`config.mk`:
```
export PLATFORM = sky130hd
export DESIGN_NAME = commit_tracker
export DESIGN_NICKNAME = d
export VERILOG_FILES = /design/src/rtl/commit_tracker_pkg.sv /design/src/rtl/commit_tracker_issue.sv /design/src/rtl/commit_tracker_pool.sv /design/src/rtl/commit_tracker_ring.sv /design/src/rtl/commit_tracker.sv
export SDC_FILE = /design/constraint.sdc
export NUM_CORES = 2
export LEC_CHECK = 0
export BUFFER_PORTS_ARGS = -buffer_cell sky130_fd_sc_hd__buf_2
export CORE_MARGIN = 8
export CORE_UTILIZATION = 33
export CTS_BUF_LIST = sky130_fd_sc_hd__clkbuf_8
export CTS_CLUSTER_DIAMETER = 50
export DETAILED_ROUTE_END_ITERATION = 12
export PLACE_DENSITY = 0.57
export SKIP_CTS_REPAIR_TIMING = 1
export SYNTH_ARGS = -nofsm -noshare
export SYNTH_HDL_FRONTEND = slang
export SYNTH_SLANG_ARGS = --single-unit
export TNS_END_PERCENT = 10
```
`constraint.sdc`:
```
create_clock -name clk -period 11.5 [get_ports clk]
set_input_delay 0 -clock clk [delete_from_list [all_inputs] [get_ports clk]]
set_output_delay 0 -clock clk [all_outputs]
set_load 0.01 [all_outputs]
```
`src/rtl/commit_tracker_pkg.sv`:
```
package commit_tracker_pkg;

  typedef enum logic [1:0] {
    RK_NONE = 2'd0,
    RK_INT  = 2'd1,
    RK_FPB  = 2'd2,
    RK_FPX  = 2'd3
  } ren_kind_e;

  localparam int NUM_POOLS = 3;

  function automatic int ring_add(input int base, input int inc, input int modulus);
    int s;
    s = base + inc;
    return (s >= modulus) ? s - modulus : s;
  endfunction

endpackage

```
`src/rtl/commit_tracker_issue.sv`:
```
module commit_tracker_issue
  import commit_tracker_pkg::*;
#(
  parameter int ISSUE_W = 4,
  parameter int ENTRIES = 48,
  parameter int IDX_W   = 6,
  parameter int CNT_W   = 6,
  parameter int PW      = 6,
  parameter int NW      = 3
) (
  input  logic                     rst,
  input  logic                     flush,
  input  logic [ISSUE_W-1:0]       lane_valid,
  input  logic [2*ISSUE_W-1:0]     lane_kind,
  input  logic [IDX_W-1:0]         tail,
  input  logic [CNT_W-1:0]         cse_free,
  input  logic [PW-1:0]            pool_free [NUM_POOLS],
  output logic                     accept,
  output logic [ISSUE_W*IDX_W-1:0] lane_tag,
  output logic [NW-1:0]            n_alloc,
  output logic [NW-1:0]            need [NUM_POOLS]
);

  always_comb begin
    int rank;
    int cnt [NUM_POOLS];
    logic fits;
    rank = 0;
    for (int p = 0; p < NUM_POOLS; p++) cnt[p] = 0;
    for (int i = 0; i < ISSUE_W; i++) begin
      lane_tag[i*IDX_W +: IDX_W] = IDX_W'(ring_add(int'(tail), rank, ENTRIES));
      if (lane_valid[i]) begin
        rank = rank + 1;
        if (ren_kind_e'(lane_kind[2*i +: 2]) != RK_NONE)
          cnt[int'(lane_kind[2*i +: 2]) - 1] = cnt[int'(lane_kind[2*i +: 2]) - 1] + 1;
      end
    end
    fits = (rank != 0) && (rank <= int'(cse_free));
    for (int p = 0; p < NUM_POOLS; p++) begin
      need[p] = NW'(cnt[p]);
      if (cnt[p] > int'(pool_free[p])) fits = 1'b0;
    end
    n_alloc = NW'(rank);
    accept  = fits && !rst && !flush;
  end

endmodule

```
`src/rtl/commit_tracker_pool.sv`:
```
module commit_tracker_pool #(
  parameter int DEPTH = 32,
  parameter int PW    = 6,
  parameter int TW    = 3,
  parameter int GW    = 3
) (
  input  logic          clk,
  input  logic          rst,
  input  logic          flush,
  input  logic [TW-1:0] take,
  input  logic [GW-1:0] give,
  output logic [PW-1:0] free_cnt
);

  always_ff @(posedge clk) begin
    if (rst || flush) free_cnt <= PW'(DEPTH);
    else              free_cnt <= free_cnt - PW'(take) + PW'(give);
  end

endmodule

```
`src/rtl/commit_tracker_ring.sv`:
```
module commit_tracker_ring
  import commit_tracker_pkg::*;
#(
  parameter int ENTRIES = 48,
  parameter int ISSUE_W = 4,
  parameter int CMP_W   = 4,
  parameter int CMT_W   = 4,
  parameter int IDX_W   = 6,
  parameter int CNT_W   = 6,
  parameter int NW      = 3,
  parameter int CW      = 3
) (
  input  logic                     clk,
  input  logic                     rst,
  input  logic                     flush,
  input  logic                     alloc_en,
  input  logic [ISSUE_W-1:0]       lane_valid,
  input  logic [2*ISSUE_W-1:0]     lane_kind,
  input  logic [ISSUE_W*IDX_W-1:0] lane_tag,
  input  logic [NW-1:0]            n_alloc,
  input  logic [CMP_W-1:0]         cmp_valid,
  input  logic [CMP_W*IDX_W-1:0]   cmp_tag,
  output logic [IDX_W-1:0]         tail,
  output logic [CNT_W-1:0]         cse_free,
  output logic [CMT_W-1:0]         cmt_valid,
  output logic [CMT_W*IDX_W-1:0]   cmt_tag,
  output logic [CW-1:0]            give [NUM_POOLS]
);

  logic [ENTRIES-1:0] busy_q;
  logic [ENTRIES-1:0] done_q;
  ren_kind_e          kind_mem [ENTRIES];
  logic [IDX_W-1:0]   head_q;
  logic [IDX_W-1:0]   tail_q;
  logic [CNT_W-1:0]   used_q;

  logic [CMT_W-1:0]       fire;
  logic [IDX_W-1:0]       sel_idx [CMT_W];
  logic [CMT_W*IDX_W-1:0] sel_flat;
  logic [CW-1:0]          n_cmt;

  // Oldest-first retire window: stops at the first entry not yet complete.
  always_comb begin
    logic run;
    int   nc;
    run = 1'b1;
    nc  = 0;
    for (int p = 0; p < NUM_POOLS; p++) give[p] = '0;
    for (int k = 0; k < CMT_W; k++) begin
      sel_idx[k] = IDX_W'(ring_add(int'(head_q), k, ENTRIES));
      sel_flat[k*IDX_W +: IDX_W] = sel_idx[k];
      if (run && busy_q[sel_idx[k]] && done_q[sel_idx[k]]) begin
        fire[k] = 1'b1;
        nc = nc + 1;
        if (kind_mem[sel_idx[k]] != RK_NONE)
          give[int'(kind_mem[sel_idx[k]]) - 1] = give[int'(kind_mem[sel_idx[k]]) - 1] + CW'(1);
      end else begin
        fire[k] = 1'b0;
        run = 1'b0;
      end
    end
    n_cmt = CW'(nc);
  end

  always_ff @(posedge clk) begin
    if (rst || flush) begin
      busy_q    <= '0;
      done_q    <= '0;
      head_q    <= '0;
      tail_q    <= '0;
      used_q    <= '0;
      cmt_valid <= '0;
      cmt_tag   <= '0;
    end else begin
      for (int k = 0; k < CMT_W; k++)
        if (fire[k]) busy_q[sel_idx[k]] <= 1'b0;
      for (int c = 0; c < CMP_W; c++)
        if (cmp_valid[c] && (int'(cmp_tag[c*IDX_W +: IDX_W]) < ENTRIES) &&
            busy_q[cmp_tag[c*IDX_W +: IDX_W]])
          done_q[cmp_tag[c*IDX_W +: IDX_W]] <= 1'b1;
      if (alloc_en) begin
        for (int i = 0; i < ISSUE_W; i++)
          if (lane_valid[i]) begin
            busy_q[lane_tag[i*IDX_W +: IDX_W]] <= 1'b1;
            done_q[lane_tag[i*IDX_W +: IDX_W]] <= 1'b0;
          end
      end
      head_q <= IDX_W'(ring_add(int'(head_q), int'(n_cmt), ENTRIES));
      tail_q <= IDX_W'(ring_add(int'(tail_q), alloc_en ? int'(n_alloc) : 0, ENTRIES));
      used_q <= used_q + (alloc_en ? CNT_W'(n_alloc) : '0) - CNT_W'(n_cmt);
      cmt_valid <= fire;
      cmt_tag   <= sel_flat;
    end
  end

  // Kind storage: written only at allocation, never reset.
  always_ff @(posedge clk) begin
    if (alloc_en) begin
      for (int i = 0; i < ISSUE_W; i++)
        if (lane_valid[i])
          kind_mem[lane_tag[i*IDX_W +: IDX_W]] <= ren_kind_e'(lane_kind[2*i +: 2]);
    end
  end

  assign tail     = tail_q;
  assign cse_free = CNT_W'(ENTRIES) - used_q;

endmodule

```
`src/rtl/commit_tracker.sv`:
```
module commit_tracker
  import commit_tracker_pkg::*;
#(
  parameter int ENTRIES = 48,
  parameter int ISSUE_W = 4,
  parameter int CMP_W   = 4,
  parameter int CMT_W   = 4,
  parameter int INT_REN = 32,
  parameter int FP_REN  = 48
) (
  input  logic                                     clk,
  input  logic                                     rst,
  input  logic [ISSUE_W-1:0]                       iss_valid,
  input  logic [2*ISSUE_W-1:0]                     iss_kind,
  output logic                                     iss_accept,
  output logic [ISSUE_W*$clog2(ENTRIES)-1:0]       iss_tag,
  input  logic [CMP_W-1:0]                         cmp_valid,
  input  logic [CMP_W*$clog2(ENTRIES)-1:0]         cmp_tag,
  input  logic                                     flush,
  output logic [CMT_W-1:0]                         cmt_valid,
  output logic [CMT_W*$clog2(ENTRIES)-1:0]         cmt_tag,
  output logic [$clog2(ENTRIES+1)-1:0]             cse_free,
  output logic [$clog2(((INT_REN > FP_REN) ? INT_REN : FP_REN)+1)-1:0] int_free,
  output logic [$clog2(((INT_REN > FP_REN) ? INT_REN : FP_REN)+1)-1:0] fpb_free,
  output logic [$clog2(((INT_REN > FP_REN) ? INT_REN : FP_REN)+1)-1:0] fpx_free
);

  localparam int IDX_W    = $clog2(ENTRIES);
  localparam int CNT_W    = $clog2(ENTRIES + 1);
  localparam int POOL_MAX = (INT_REN > FP_REN) ? INT_REN : FP_REN;
  localparam int PW       = $clog2(POOL_MAX + 1);
  localparam int NW       = $clog2(ISSUE_W + 1);
  localparam int CW       = $clog2(CMT_W + 1);

  logic [IDX_W-1:0] tail;
  logic [NW-1:0]    n_alloc;
  logic [NW-1:0]    need      [NUM_POOLS];
  logic [CW-1:0]    give      [NUM_POOLS];
  logic [PW-1:0]    pool_free [NUM_POOLS];

  commit_tracker_issue #(
    .ISSUE_W(ISSUE_W), .ENTRIES(ENTRIES), .IDX_W(IDX_W),
    .CNT_W(CNT_W), .PW(PW), .NW(NW)
  ) u_issue (
    .rst       (rst),
    .flush     (flush),
    .lane_valid(iss_valid),
    .lane_kind (iss_kind),
    .tail      (tail),
    .cse_free  (cse_free),
    .pool_free (pool_free),
    .accept    (iss_accept),
    .lane_tag  (iss_tag),
    .n_alloc   (n_alloc),
    .need      (need)
  );

  commit_tracker_ring #(
    .ENTRIES(ENTRIES), .ISSUE_W(ISSUE_W), .CMP_W(CMP_W), .CMT_W(CMT_W),
    .IDX_W(IDX_W), .CNT_W(CNT_W), .NW(NW), .CW(CW)
  ) u_ring (
    .clk       (clk),
    .rst       (rst),
    .flush     (flush),
    .alloc_en  (iss_accept),
    .lane_valid(iss_valid),
    .lane_kind (iss_kind),
    .lane_tag  (iss_tag),
    .n_alloc   (n_alloc),
    .cmp_valid (cmp_valid),
    .cmp_tag   (cmp_tag),
    .tail      (tail),
    .cse_free  (cse_free),
    .cmt_valid (cmt_valid),
    .cmt_tag   (cmt_tag),
    .give      (give)
  );

  for (genvar g = 0; g < NUM_POOLS; g++) begin : g_pool
    localparam int DEPTH = (g == 0) ? INT_REN : FP_REN;
    logic [NW-1:0] take;
    assign take = iss_accept ? need[g] : '0;
    commit_tracker_pool #(
      .DEPTH(DEPTH), .PW(PW), .TW(NW), .GW(CW)
    ) u_pool (
      .clk     (clk),
      .rst     (rst),
      .flush   (flush),
      .take    (take),
      .give    (give[g]),
      .free_cnt(pool_free[g])
    );
  end

  assign int_free = pool_free[0];
  assign fpb_free = pool_free[1];
  assign fpx_free = pool_free[2];

endmodule

```
==> qor.yml <==
muxShareOfSynthArea_pct: 22.6
finalMaxSlewViolations: 8
path_buf_inv: 6
max_freq_mhz: 108
port_buffers: 119
hold_violations: 1
synth_top_family_by_area: "multiplexers"
drive_gt1_share_pct: 18.3
power_leakage_uw: 0.0110
cts.sinks: 254
clk_latency_ns: 0.69
post-dp-hpwl_um: 97200
setup_violations: 0
rows: 105
dieArea_um2: 91700
clk_path_buf_depth: 3
grt_pass1_wl_um: 187000
grt_start_max_net_pins: 60
grt_antenna_before_repair: 6
ant_nets: 0
crit_slowest_cell: "dfxtp_2"
ys_seq_elements: 254
fin_crit_sh_pct: 80.2
syn_area_per_cell_um2: 8.50
track_usage_pct: 27.4
synth_adder_area_share_pct: 6.46
cp_data_required_time_ns: 12.04
outcome: "finished with violations"
syn_to_final_growth_pct: 9.75
path_max_fanout: 26
async_flop_share_pct: 0
power_density_nw_per_um2: 82.3
worst_hold_slack_ns: -0.00318
switching_share_pct: 31.4
synth_edf_count: 96
yosysSeqAreaShare_pct: 22.3
ir_drop_mv: 0.0773
ys_dominant_reg_cell: "dfxtp_1"
postSynthCellCount: 3195
worst_slew_pin_slew_ns: 1.56
ys_types: 106
cp-end-kind: "register"
setup_tns_ns: 0
root_buffer: "clkbuf_8"
synth_most_common_cell: "nor2_1"
fin_skew_ns: 0.0735
grt_overflow: 0
crit_arrival_ns: 9.76
comb_power_share_pct: 18.2
drc: 0
num_vias: 27868
htree_levels: 2
drv_cap: 2
worst_path_most_repeated_cell: "ha_1"
synth.area.top_cells: "dfxtp_1 12%, mux4_2 12%, edfxtp_1 11%"
hp-class: "in2reg"
p_clk_share_pct: 42.5
synthXorXnorAreaFrac_pct: 2.32
critPathTopFamily: "adder cells"
min_period_ns: 9.22
slew_headroom_pct: -4.85
synthTopCellsByCount: "346 x nor2_1, 343 x nand2_1, 197 x a21oi_1, 158 x dfxtp_1, 153 x inv_1"
drt_iter0_markers: 3900
p_total_uw: 2450
via_per_inst: 6.44
cts_tree: "done"
fp.dieW_um: 303
p_seq_share_pct: 39.3
switchingPower_uw: 769
dieHeight_um: 303
yosysWarnings: 0
cts_made_buffers: 51
syn-cell-area_um2: 27100
drt_first_pass_iters: 9
worstSetupStartpointType: "register"
crit_type: "reg2reg"
violations: "negative hold slack, max-capacitance violations, max-slew violations"
core-area_um2: 81700
globalplace.congestion: 1.03
synth.net_count: 3369
path_clk_slew_ns: 0.07
fin_nets: 3382
wl_per_cell_um: 30.0
io_pins: 120
p_int_uw: 1680
synth-compound-area-share_pct: 20.1
grt_pass1_vias: 26633
cpPeakStageDelay_ns: 0.72
wl_um: 130000
yosysTopAreaCell: "dfxtp_1"
yosys.area_share.simple_pct: 19.9
rsz0062_at_grt: "false"
synth.top_cell.area_share_pct: 11.7
start_util_pct: 33.2
## tightest hold or removal path: stages
cell and delay [ns]:
buf_2 0.16, nor2_1 0.14, a221oi_1 0.10, a211oi_1 0.20
## state kept, by name (all words and copies together) (netlist names)
register and flops:
u_ring.busy_q 48, g_pool.u_pool.free_cnt 18, u_ring.tail 6, u_ring.head_q 6, u_ring.cmt_valid 4, u_ring.cmt_tag 22
u_ring.kind_mem 96, u_ring.done_q 48, u_ring.used_q 6
## layout by cell type, fill, tap and decap left out, types with 21 or more instances in the layout
| master | instances |
|---|---|
| buf_4 | 66 |
| o21ai_0 | 123 |
| o221ai_1 | 54 |
| edfxtp_1 | 96 |
| xor2_1 | 21 |
| nand2b_1 | 23 |
| mux4_2 | 140 |
| a21oi_1 | 197 |
| nand3_1 | 88 |
| a221oi_1 | 66 |
| a22o_1 | 26 |
| buf_2 | 119 |
| nand2_1 | 343 |
| o22ai_1 | 25 |
| a21o_1 | 21 |
| nor2b_1 | 47 |
| nor3_1 | 64 |
| ha_1 | 117 |
| inv_1 | 159 |
| o211ai_1 | 37 |
| mux2i_1 | 150 |
| a211oi_1 | 45 |
| nor2_1 | 345 |
| dfxtp_1 | 154 |
| a22oi_1 | 39 |
| mux2_2 | 121 |
| clkbuf_8 | 57 |
| and3_1 | 44 |
| and2_1 | 51 |
| xnor2_1 | 37 |
| nor3b_1 | 21 |
## area by class of cell
| cell class | count | area [µm²] |
|---|---|---|
| inverter | 162 | 613 |
| clock buffer | 57 | 785 |
| antenna | 6 | 15.0 |
| timing repair buffer | 195 | 1190 |
| tap | 1070 | 1340 |
| clock inverter | 36 | 329 |
| sequential | 254 | 6060 |
| fill | 8471 | 51900 |
| multi-input combinational | 2544 | 19500 |
## power groups by stage
stage	registers (µW)	logic, µW	clock network (µW)
4_1_cts	964	435	1060
5_1_grt	966	479	1090
2_1_floorplan	980	291	0
3_3_place_gp	983	431	0
6_report	964	445	1040
3_5_place_dp	983	431	0
## routing by layer
layer | global-route usage [%] | share of wire, %
met5 | 0 | 0.025
met4 | 15.6 | 6.8
met3 | 8.11 | 13
met2 | 41.1 | 43
met1 | 34.8 | 38
## logic make-up (layout without fill, tap and decap cells)
logic type,Yosys count,in the layout
muxes,417,417
other,1,7
AOI/OAI and AO/OA,784,784
adders and majority gates,132,132
xor gates and xnor gates,65,65
buffers and inverters,397,450
and+or+nand+nor,1145,1145
DFF,254,254
## path summary, 6_finish.rpt
kind | slack (ns) | depth (start not counted) | end | startpoint
worst max-delay path | 2.28 | 35 | g_pool[2].u_pool.free_cnt[5] | u_ring.head_q[1]
worst min-delay path | -0.003 | 4 | u_ring.done_q[1] | cmp_tag[3]
worst min register to register | 0.60 | 3 | u_ring.done_q[0] | u_ring.done_q[0]
worst max register to register | 2.28 | 35 | g_pool[2].u_pool.free_cnt[5] | u_ring.head_q[1]
## metrics by stage
stage	hold WS [ns]	setup slack (ns)	utilization (%)	cell area, µm²	cells
final	-0.00318	2.28	36.5	29800	4324
after detailed placement	0.401	2.53	35.0	28600	4215
after floorplan	0.152	2.90	-	27100	3195
after global placement	0.398	2.68	35.0	28600	4215
after CTS	-0.287	2.48	36.3	29700	4308
after global routing	0.0177	1.76	36.4	29800	4319
Power figures use the tool's default switching activity.
